**src/rtl/pkt_tx_pkg.sv**
```systemverilog
package pkt_tx_pkg;
  localparam logic [7:0] OP_WR_STATUS = 8'h27;
  localparam logic [7:0] OP_LOAD      = 8'hA0;
  localparam logic [7:0] OP_RD_CFG    = 8'h00;
  localparam logic [7:0] OP_WR_CFG    = 8'h20;
  localparam logic [7:0] OP_NOP       = 8'hFF;
  localparam logic [7:0] DS_CLEAR     = 8'h20;
  localparam int DS_BIT  = 5;
  localparam int RX_BIT  = 0;
  localparam int PWR_BIT = 1;

  typedef enum logic [3:0] {
    ST_IDLE, ST_PRE, ST_CSN, ST_GO, ST_WAIT, ST_END,
    ST_PWR, ST_CEHI, ST_CEGAP, ST_FIN
  } seq_st_t;

  typedef enum logic [2:0] {
    FR_CLR1, FR_LOAD, FR_RDCFG, FR_WRCFG, FR_POLL, FR_CLR2, FR_RESTORE
  } frame_t;

  function automatic int unsigned us_to_cyc(longint unsigned hz, longint unsigned us);
    longint unsigned c;
    c = (hz * us + 64'd999999) / 64'd1000000;
    return (c == 0) ? 32'd1 : c[31:0];
  endfunction
endpackage

```
**src/rtl/pl_ram.sv**
```systemverilog
module pl_ram #(
  parameter int DEPTH = 32,
  parameter int DW    = 8,
  localparam int AW   = (DEPTH > 1) ? $clog2(DEPTH) : 1
) (
  input  logic          clk,
  input  logic          we,
  input  logic [AW-1:0] wa,
  input  logic [DW-1:0] wd,
  input  logic [AW-1:0] ra,
  output logic [DW-1:0] rq
);
  logic [DW-1:0] mem [DEPTH];

  always_ff @(posedge clk) begin
    if (we) mem[wa] <= wd;
    rq <= mem[ra];
  end
endmodule

```
**src/rtl/tx_delay.sv**
```systemverilog
module tx_delay #(
  parameter int CW = 16
) (
  input  logic          clk,
  input  logic          rst,
  input  logic          load,
  input  logic [CW-1:0] val,
  output logic          fire
);
  logic [CW-1:0] cnt;

  always_ff @(posedge clk) begin
    if (rst)               cnt <= '0;
    else if (load)         cnt <= val;
    else if (cnt != '0)    cnt <= cnt - 1'b1;
  end

  assign fire = (cnt == CW'(1)) && !load;
endmodule

```
**src/rtl/spi_byte_eng.sv**
```systemverilog
module spi_byte_eng #(
  parameter int SCK_HALF = 5,
  localparam int HW = (SCK_HALF > 1) ? $clog2(SCK_HALF) : 1
) (
  input  logic       clk,
  input  logic       rst,
  input  logic       go,
  input  logic [7:0] tx,
  input  logic       miso,
  output logic       sck,
  output logic       mosi,
  output logic       done,
  output logic [7:0] rx
);
  logic          act;
  logic [HW-1:0] cnt;
  logic [2:0]    bitn;
  logic [7:0]    sh;

  always_ff @(posedge clk) begin
    if (rst) begin
      act <= 1'b0; cnt <= '0; bitn <= '0; sh <= '0;
      sck <= 1'b0; mosi <= 1'b0; done <= 1'b0; rx <= '0;
    end else begin
      done <= 1'b0;
      if (!act) begin
        if (go) begin
          act  <= 1'b1;
          sh   <= tx;
          mosi <= tx[7];
          cnt  <= HW'(SCK_HALF - 1);
          bitn <= '0;
          sck  <= 1'b0;
        end
      end else if (cnt != '0) begin
        cnt <= cnt - 1'b1;
      end else begin
        cnt <= HW'(SCK_HALF - 1);
        if (!sck) begin
          sck <= 1'b1;
          rx  <= {rx[6:0], miso};
        end else begin
          sck <= 1'b0;
          if (bitn == 3'd7) begin
            act  <= 1'b0;
            done <= 1'b1;
          end else begin
            bitn <= bitn + 1'b1;
            sh   <= {sh[6:0], 1'b0};
            mosi <= sh[6];
          end
        end
      end
    end
  end


  mosi_hold_chk: assert property (@(posedge clk) disable iff (rst)
    (sck && $past(sck)) |-> $stable(mosi));
endmodule

```
**src/rtl/pkt_tx_seq.sv**
```systemverilog
module pkt_tx_seq
  import pkt_tx_pkg::*;
#(
  parameter longint unsigned CLK_FREQ_HZ = 100_000_000,
  parameter int SCK_HALF   = 5,
  parameter int MAX_LEN    = 32,
  parameter int POLL_LIMIT = 1000,
  parameter int CE_US      = 10,
  parameter int GAP_US     = 4,
  parameter int PWRUP_US   = 4500,
  localparam int AW    = $clog2(MAX_LEN),
  localparam int LEN_W = $clog2(MAX_LEN + 1)
) (
  input  logic             clk,
  input  logic             rst,
  input  logic             pl_we,
  input  logic [AW-1:0]    pl_addr,
  input  logic [7:0]       pl_wdata,
  input  logic             start,
  input  logic [LEN_W-1:0] start_len,
  input  logic             ce_idle,
  output logic             busy,
  output logic             done,
  output logic             err,
  output logic             sck,
  output logic             mosi,
  input  logic             miso,
  output logic             csn,
  output logic             ce
);
  localparam int unsigned GAP_CYC = us_to_cyc(CLK_FREQ_HZ, 64'(GAP_US));
  localparam int unsigned CE_CYC  = us_to_cyc(CLK_FREQ_HZ, 64'(CE_US));
  localparam int unsigned PWR_CYC = us_to_cyc(CLK_FREQ_HZ, 64'(PWRUP_US));
  localparam int unsigned TMAX    = (PWR_CYC > CE_CYC) ?
                                    ((PWR_CYC > GAP_CYC) ? PWR_CYC : GAP_CYC) :
                                    ((CE_CYC > GAP_CYC) ? CE_CYC : GAP_CYC);
  localparam int TW = $clog2(TMAX + 2);
  localparam int PW = (POLL_LIMIT > 1) ? $clog2(POLL_LIMIT + 1) : 1;
  localparam logic [TW-1:0] GAP_T = TW'(GAP_CYC);
  localparam logic [TW-1:0] CE_T  = TW'(CE_CYC);
  localparam logic [TW-1:0] PWR_T = TW'(PWR_CYC);

  seq_st_t          st;
  frame_t           fr;
  logic [LEN_W-1:0] fidx, flen, len_q;
  logic             ce_q, ce_sv, csn_q, busy_q, done_q, err_q, to_q;
  logic [7:0]       cfg_q;
  logic             ds_seen;
  logic [PW-1:0]    poll_cnt;
  logic [PW-1:0]    poll_nxt;
  logic             tmr_ld, tmr_fire;
  logic [TW-1:0]    tmr_val;
  logic             eng_go, eng_done;
  logic [7:0]       eng_tx, eng_rx, buf_q, cfg_tx;
  logic [AW-1:0]    rd_addr;

  assign cfg_tx   = {cfg_q[7:2], 1'b1, 1'b0};
  assign rd_addr  = fidx[AW-1:0] - 1'b1;
  assign eng_go   = (st == ST_GO);
  assign poll_nxt = poll_cnt + 1'b1;

  pl_ram #(.DEPTH(MAX_LEN), .DW(8)) ram_i (
    .clk(clk), .we(pl_we), .wa(pl_addr), .wd(pl_wdata), .ra(rd_addr), .rq(buf_q));

  tx_delay #(.CW(TW)) tmr_i (
    .clk(clk), .rst(rst), .load(tmr_ld), .val(tmr_val), .fire(tmr_fire));

  spi_byte_eng #(.SCK_HALF(SCK_HALF)) eng_i (
    .clk(clk), .rst(rst), .go(eng_go), .tx(eng_tx), .miso(miso),
    .sck(sck), .mosi(mosi), .done(eng_done), .rx(eng_rx));

  always_comb begin
    case (fr)
      FR_CLR1, FR_CLR2: eng_tx = (fidx == '0) ? OP_WR_STATUS : DS_CLEAR;
      FR_LOAD:          eng_tx = (fidx == '0) ? OP_LOAD      : buf_q;
      FR_RDCFG:         eng_tx = (fidx == '0) ? OP_RD_CFG    : OP_NOP;
      FR_WRCFG:         eng_tx = (fidx == '0) ? OP_WR_CFG    : cfg_tx;
      FR_RESTORE:       eng_tx = (fidx == '0) ? OP_WR_CFG    : (cfg_tx | 8'h01);
      default:          eng_tx = OP_NOP;
    endcase
  end

  always_ff @(posedge clk) begin
    if (rst) begin
      st <= ST_IDLE; fr <= FR_CLR1; fidx <= '0; flen <= '0; len_q <= '0;
      ce_q <= 1'b0; ce_sv <= 1'b0; csn_q <= 1'b1; busy_q <= 1'b0;
      done_q <= 1'b0; err_q <= 1'b0; to_q <= 1'b0; cfg_q <= '0;
      ds_seen <= 1'b0; poll_cnt <= '0; tmr_ld <= 1'b0; tmr_val <= '0;
    end else begin
      tmr_ld <= 1'b0;
      done_q <= 1'b0;
      case (st)
        ST_IDLE: if (start) begin
          err_q <= 1'b0;
          if (start_len == '0) begin
            done_q <= 1'b1;
          end else begin
            len_q    <= (start_len > LEN_W'(MAX_LEN)) ? LEN_W'(MAX_LEN) : start_len;
            ce_sv    <= ce_idle;
            ce_q     <= 1'b0;
            busy_q   <= 1'b1;
            to_q     <= 1'b0;
            poll_cnt <= '0;
            tmr_ld   <= 1'b1;
            tmr_val  <= GAP_T;
            st       <= ST_PRE;
          end
        end
        ST_PRE: if (tmr_fire) begin
          fr <= FR_CLR1; flen <= LEN_W'(2); fidx <= '0; st <= ST_CSN;
        end
        ST_CSN: begin
          csn_q <= 1'b0;
          st    <= ST_GO;
        end
        ST_GO: st <= ST_WAIT;
        ST_WAIT: if (eng_done) begin
          if (fr == FR_RDCFG && fidx == LEN_W'(1)) cfg_q <= eng_rx;
          if (fr == FR_POLL) ds_seen <= eng_rx[DS_BIT];
          if (fidx == flen - 1'b1) begin
            st <= ST_END;
          end else begin
            fidx <= fidx + 1'b1;
            st   <= ST_CSN;
          end
        end
        ST_END: begin
          csn_q <= 1'b1;
          fidx  <= '0;
          st    <= ST_CSN;
          case (fr)
            FR_CLR1:  begin fr <= FR_LOAD;  flen <= len_q + 1'b1; end
            FR_LOAD:  begin fr <= FR_RDCFG; flen <= LEN_W'(2); end
            FR_RDCFG: begin fr <= FR_WRCFG; flen <= LEN_W'(2); end
            FR_WRCFG: begin
              tmr_ld <= 1'b1;
              if (!cfg_q[PWR_BIT]) begin
                tmr_val <= PWR_T;
                st      <= ST_PWR;
              end else begin
                ce_q    <= 1'b1;
                tmr_val <= CE_T;
                st      <= ST_CEHI;
              end
            end
            FR_POLL: begin
              poll_cnt <= poll_nxt;
              if (ds_seen) begin
                fr <= FR_CLR2; flen <= LEN_W'(2);
              end else if (POLL_LIMIT != 0 && poll_nxt == PW'(POLL_LIMIT)) begin
                to_q <= 1'b1;
                st   <= ST_FIN;
              end else begin
                fr <= FR_POLL; flen <= LEN_W'(1);
              end
            end
            FR_CLR2: begin
              if (cfg_q[RX_BIT]) begin
                fr <= FR_RESTORE; flen <= LEN_W'(2);
              end else begin
                st <= ST_FIN;
              end
            end
            default: st <= ST_FIN;
          endcase
        end
        ST_PWR: if (tmr_fire) begin
          ce_q <= 1'b1; tmr_ld <= 1'b1; tmr_val <= CE_T; st <= ST_CEHI;
        end
        ST_CEHI: if (tmr_fire) begin
          ce_q <= 1'b0; tmr_ld <= 1'b1; tmr_val <= GAP_T; st <= ST_CEGAP;
        end
        ST_CEGAP: if (tmr_fire) begin
          fr <= FR_POLL; flen <= LEN_W'(1); fidx <= '0; st <= ST_CSN;
        end
        ST_FIN: begin
          ce_q   <= ce_sv;
          busy_q <= 1'b0;
          done_q <= 1'b1;
          err_q  <= to_q;
          st     <= ST_IDLE;
        end
        default: st <= ST_IDLE;
      endcase
    end
  end

  assign busy = busy_q;
  assign done = done_q;
  assign err  = err_q;
  assign csn  = csn_q;
  assign ce   = ce_q;

  // interval trackers for the timing checks below
  logic          ce_prev;
  logic [TW-1:0] gap_cnt, hi_cnt;
  always_ff @(posedge clk) begin
    if (rst) begin
      ce_prev <= 1'b0; gap_cnt <= '0; hi_cnt <= '0;
    end else begin
      ce_prev <= ce_q;
      if (ce_q != ce_prev)    gap_cnt <= '0;
      else if (gap_cnt < GAP_T) gap_cnt <= gap_cnt + 1'b1;
      if (!ce_q)              hi_cnt <= '0;
      else if (hi_cnt < CE_T) hi_cnt <= hi_cnt + 1'b1;
    end
  end


  ce_gap_chk: assert property (@(posedge clk) disable iff (rst)
    $fell(csn_q) |-> gap_cnt >= GAP_T);

  ce_frame_chk: assert property (@(posedge clk) disable iff (rst)
    !csn_q |-> !ce_q);

  ce_width_chk: assert property (@(posedge clk) disable iff (rst)
    ($fell(ce_q) && st == ST_CEGAP) |-> hi_cnt >= CE_T);

  sck_idle_chk: assert property (@(posedge clk) disable iff (rst)
    csn_q |-> !sck);

  done_pulse_chk: assert property (@(posedge clk) disable iff (rst)
    done_q |=> !done_q);

  err_done_chk: assert property (@(posedge clk) disable iff (rst)
    $rose(err_q) |-> done_q);
endmodule

```
**config.mk**
```make
export PLATFORM = sky130hd
export DESIGN_NAME = pkt_tx_seq
export DESIGN_NICKNAME = d
export VERILOG_FILES = /design/src/rtl/pkt_tx_pkg.sv /design/src/rtl/pl_ram.sv /design/src/rtl/tx_delay.sv /design/src/rtl/spi_byte_eng.sv /design/src/rtl/pkt_tx_seq.sv
export SDC_FILE = /design/constraint.sdc
export NUM_CORES = 1
export LEC_CHECK = 0
export CAP_MARGIN = 20
export CORE_MARGIN = 4
export CORE_UTILIZATION = 40
export DETAILED_ROUTE_END_ITERATION = 12
export PLACE_DENSITY_LB_ADDON = 0.2
export SETUP_SLACK_MARGIN = 0.2
export SLEW_MARGIN = 30
export SYNTH_ARGS = -nofsm -noshare
export SYNTH_HDL_FRONTEND = slang
export SYNTH_SLANG_ARGS = --single-unit
```
**constraint.sdc**
```tcl
create_clock -name clk -period 8.63 [get_ports clk]
set_input_delay 2.589 -clock clk [delete_from_list [all_inputs] [get_ports clk]]
set_output_delay 2.589 -clock clk [all_outputs]
set_load 0.02 [all_outputs]
```
==> impl_metrics.ini <==
[grt]
grt_max_degree = 52
grt_pass1_wl_um = 54100
grt_usage_pct = 16.3
overflow = 0
antenna_found_initial = 0
grt_pass1_vias = 9371

[run_status]
status = completed

[logic_synthesis]
synth.yosys.seq_area_share_pct = 62.7
ys_ff_latch = 365
synth.distinct_cells = 78
async_reset_ff_share_pct = 0
synth_fp_nets = 1173
syn_inst = 1135
syn_avg_cell_area_um2 = 13.9
syn-cell-area_mm2 = 0.0157
synth_ff_type = edfxtp_1
yosys_warnings = 0
synth_enable_flop_cells = 256

[die]
boundaryPins = 32
rows = 72
coreArea_mm2 = 0.0387
die-area_mm2 = 0.0426
initial_core_util_pct = 40.6
die_h_um = 206
die_x_um = 206

[final_layout]
post-route-util_pct = 45.9
nets = 1189
drive_gt1_share_pct = 16.7
area_growth_pct = 12.9
antenna_cells = 0
postLayoutCellArea_mm2 = 0.0178
final-instance-count-excl-fill = 1700

[sta]
fin_skew_ns = 0.0249
min_period_ns = 4.45
worst_slack_ns = 4.18
setup_tns_ns = 0
fmax_ghz = 0.225
holdWs_ns = 0.450
hold_viol = 0
finalSetupViolations = 0
relSlewSlack_pct = 39.9
final_max_slew_viol_count = 0
min_period_over_period_pct = 51.5
worstMarginPinSlew_ns = 0.899
rsz0062_at_grt = false

[detailed_routing]
vias = 9170
drt-initial-drc-count = 711
wirelength_um = 33800
firstDrtPassIters = 5
wl_per_cell_um = 19.9
route.detailed.drc = 0
viasPerCell = 5.39
ant_nets = 0

[power]
leakagePower_nw = 5.65
powerDensity_mw_per_mm2 = 239
ir_drop_mv = 0.162
power_mw = 4.24

[worst_setup_path]
cpPeakStageDelay_ns = 0.61
worst-path-max-fanout = 10
cpMaxStageDelayCell = or4_1
cp.arrival_ns = 4.87
critPathLaunchType = primary input
end_kind = flip-flop
critPathBufInv = 1
cp.depth = 7
reg2regPathDepth = 6
worstPathRequired_ns = 9.05
path_class = primary input to flip-flop
cp_top_family = compound AO/OA/AOI/OAI gates
cp_cell_sequence = clkdlybuf4s50_1 -> or4_1 -> o311ai_2 -> a2111oi_0 -> nand3_1 -> xor2_1 -> nor2_1

[clocking]
clkTransAtPathRegs_ns = 0.06
clock-root-buffer = clkbuf_16
tritoncts = built
postCtsHoldBufs = 0
insertion_delay_ns = 0.57
clockBufferDepth = 3
cts_setup_buffers = 0
cts_resized = 0
htree_levels = 2
clock-sinks = 365
cts-buffers-inserted = 40

[run]
drv_cap = 0

[worst_hold_path]
min_path_cells = 2
min_path_type = flip-flop to flip-flop

[place]
gp_congestion = 0.821
dpl-instance-area_mm2 = 0.0165
dp_hpwl_um = 22000
post-place-ws_ns = 3.61
io_buffers = 31
dp_cells = 1627
## state kept, by name (all words and copies together) (netlist names), 7 cells and up
register	cells
eng_i.sh	7
cfg_q	8
ram_i.mem	256
poll_cnt	10
tmr_i.cnt	19
eng_i.rx	8
ram_i.rq	8
## kinds of logic after synthesis
| family | share of synthesized area (%) |
|---|---|
| AO/OA/AOI/OAI | 7.47 |
| flip-flops | 62.7 |
| AND/OR/NAND/NOR | 10.9 |
| multiplexers | 13.2 |
| XOR/XNOR | 2.56 |
| adder cells (fa/ha/maj) | 1.10 |
| buffers and inverters | 2.09 |
## metal layers
metal / up-vias / share of wire, % / GRT usage (%) / wire length (um)
met5: - / 0 / 0 / 0
met4: 0 / 2.3 / 5.20 / 794
met3: 53 / 4.3 / 2.84 / 1470
met2: 186 / 48 / 26.6 / 16300
met1: 4549 / 45 / 22.5 / 15300
li1: 4382 / - / - / -
## final timing paths
check | endpoint | from | slack (ns)
min | eng_i.sh[4]$_SDFFE_PP0P_ | eng_i.sh[4]$_SDFFE_PP0P_ | 0.45
min reg2reg | eng_i.sh[4]$_SDFFE_PP0P_ | eng_i.sh[4]$_SDFFE_PP0P_ | 0.45
max | poll_cnt[9]$_SDFFE_PP0P_ | start_len[0] | 4.18
max reg2reg | ram_i.rq[5]$_DFF_P_ | fidx[0]$_SDFFE_PP0P_ | 5.03
## cell usage in the layout (no fill, tap or decap), drive strengths merged, types with 18 or more instances in the layout
cell | netlist | layout
edfxtp | 256 | 256
nor2 | 114 | 114
dfxtp | 109 | 109
nand2 | 86 | 86
mux4 | 80 | 80
a21oi | 62 | 62
clkbuf | 49 | 47
xnor2 | 32 | 32
nor3 | 24 | 24
o21ai | 23 | 23
clkdlybuf4s50 | 0 | 22
inv | 19 | 21
clkinv | 1 | 21
mux2i | 18 | 18
## cell usage after synthesis, types with 3 or more instances
| library cell | n | area share (%) |
|---|---|---|
| nor3b_1 | 3 | 0.14 |
| a31o_2 | 8 | 0.45 |
| o21a_1 | 7 | 0.33 |
| or4_1 | 4 | 0.19 |
| and2_1 | 6 | 0.24 |
| nor3_1 | 23 | 0.73 |
| nor2b_1 | 14 | 0.56 |
| clkbuf_1 | 48 | 1.1 |
| nor2_1 | 114 | 2.7 |
| xnor2_1 | 32 | 1.8 |
| ha_1 | 13 | 1.0 |
| nand4_1 | 7 | 0.28 |
| nand2_1 | 86 | 2.1 |
| nor4_1 | 15 | 0.60 |
| a21boi_0 | 3 | 0.14 |
| a21oi_1 | 62 | 2.0 |
| and3_1 | 5 | 0.20 |
| dfxtp_1 | 109 | 14 |
| o21ai_0 | 22 | 0.70 |
| nand3_1 | 16 | 0.51 |
| mux2_2 | 8 | 0.57 |
| edfxtp_1 | 256 | 49 |
| buf_2 | 7 | 0.22 |
| nand2b_1 | 9 | 0.36 |
| mux4_2 | 80 | 11 |
| or3_1 | 10 | 0.40 |
| nand3b_1 | 12 | 0.57 |
| a22o_1 | 3 | 0.17 |
| o211ai_1 | 12 | 0.57 |
| or3b_2 | 3 | 0.17 |
| o31ai_1 | 5 | 0.24 |
| a21o_1 | 3 | 0.14 |
| a221oi_1 | 8 | 0.45 |
| mux2i_1 | 18 | 1.1 |
| a31oi_1 | 6 | 0.24 |
| buf_1 | 6 | 0.14 |
| inv_1 | 19 | 0.45 |
| or2_2 | 7 | 0.28 |
| o22ai_1 | 4 | 0.16 |
| a22oi_1 | 5 | 0.24 |
| xor2_1 | 14 | 0.78 |
## power by group
| group | internal (mW) | switching, mW |
|---|---|---|
| combinational | 0.228 | 0.318 |
| sequential | 1.94 | 0.0815 |
| clock | 0.967 | 0.702 |
| total | 3.14 | 1.10 |
## worst min-delay path, stage by stage, from the launching register on
cell and delay [ns]:
dfxtp_1 0.30, nand2_1 0.05, a21oi_1 0.05
## final cells by class
cell class / instances / area (um^2)
Inverter: 20 / 75.1
Tap cell: 518 / 648
Fill cell: 3522 / 21000
Clock inverter: 26 / 240
Sequential cell: 365 / 9870
Multi-Input combinational cell: 687 / 5570
Clock buffer: 47 / 1050
Timing Repair Buffer: 37 / 314
(Power assumes the default switching activity.)
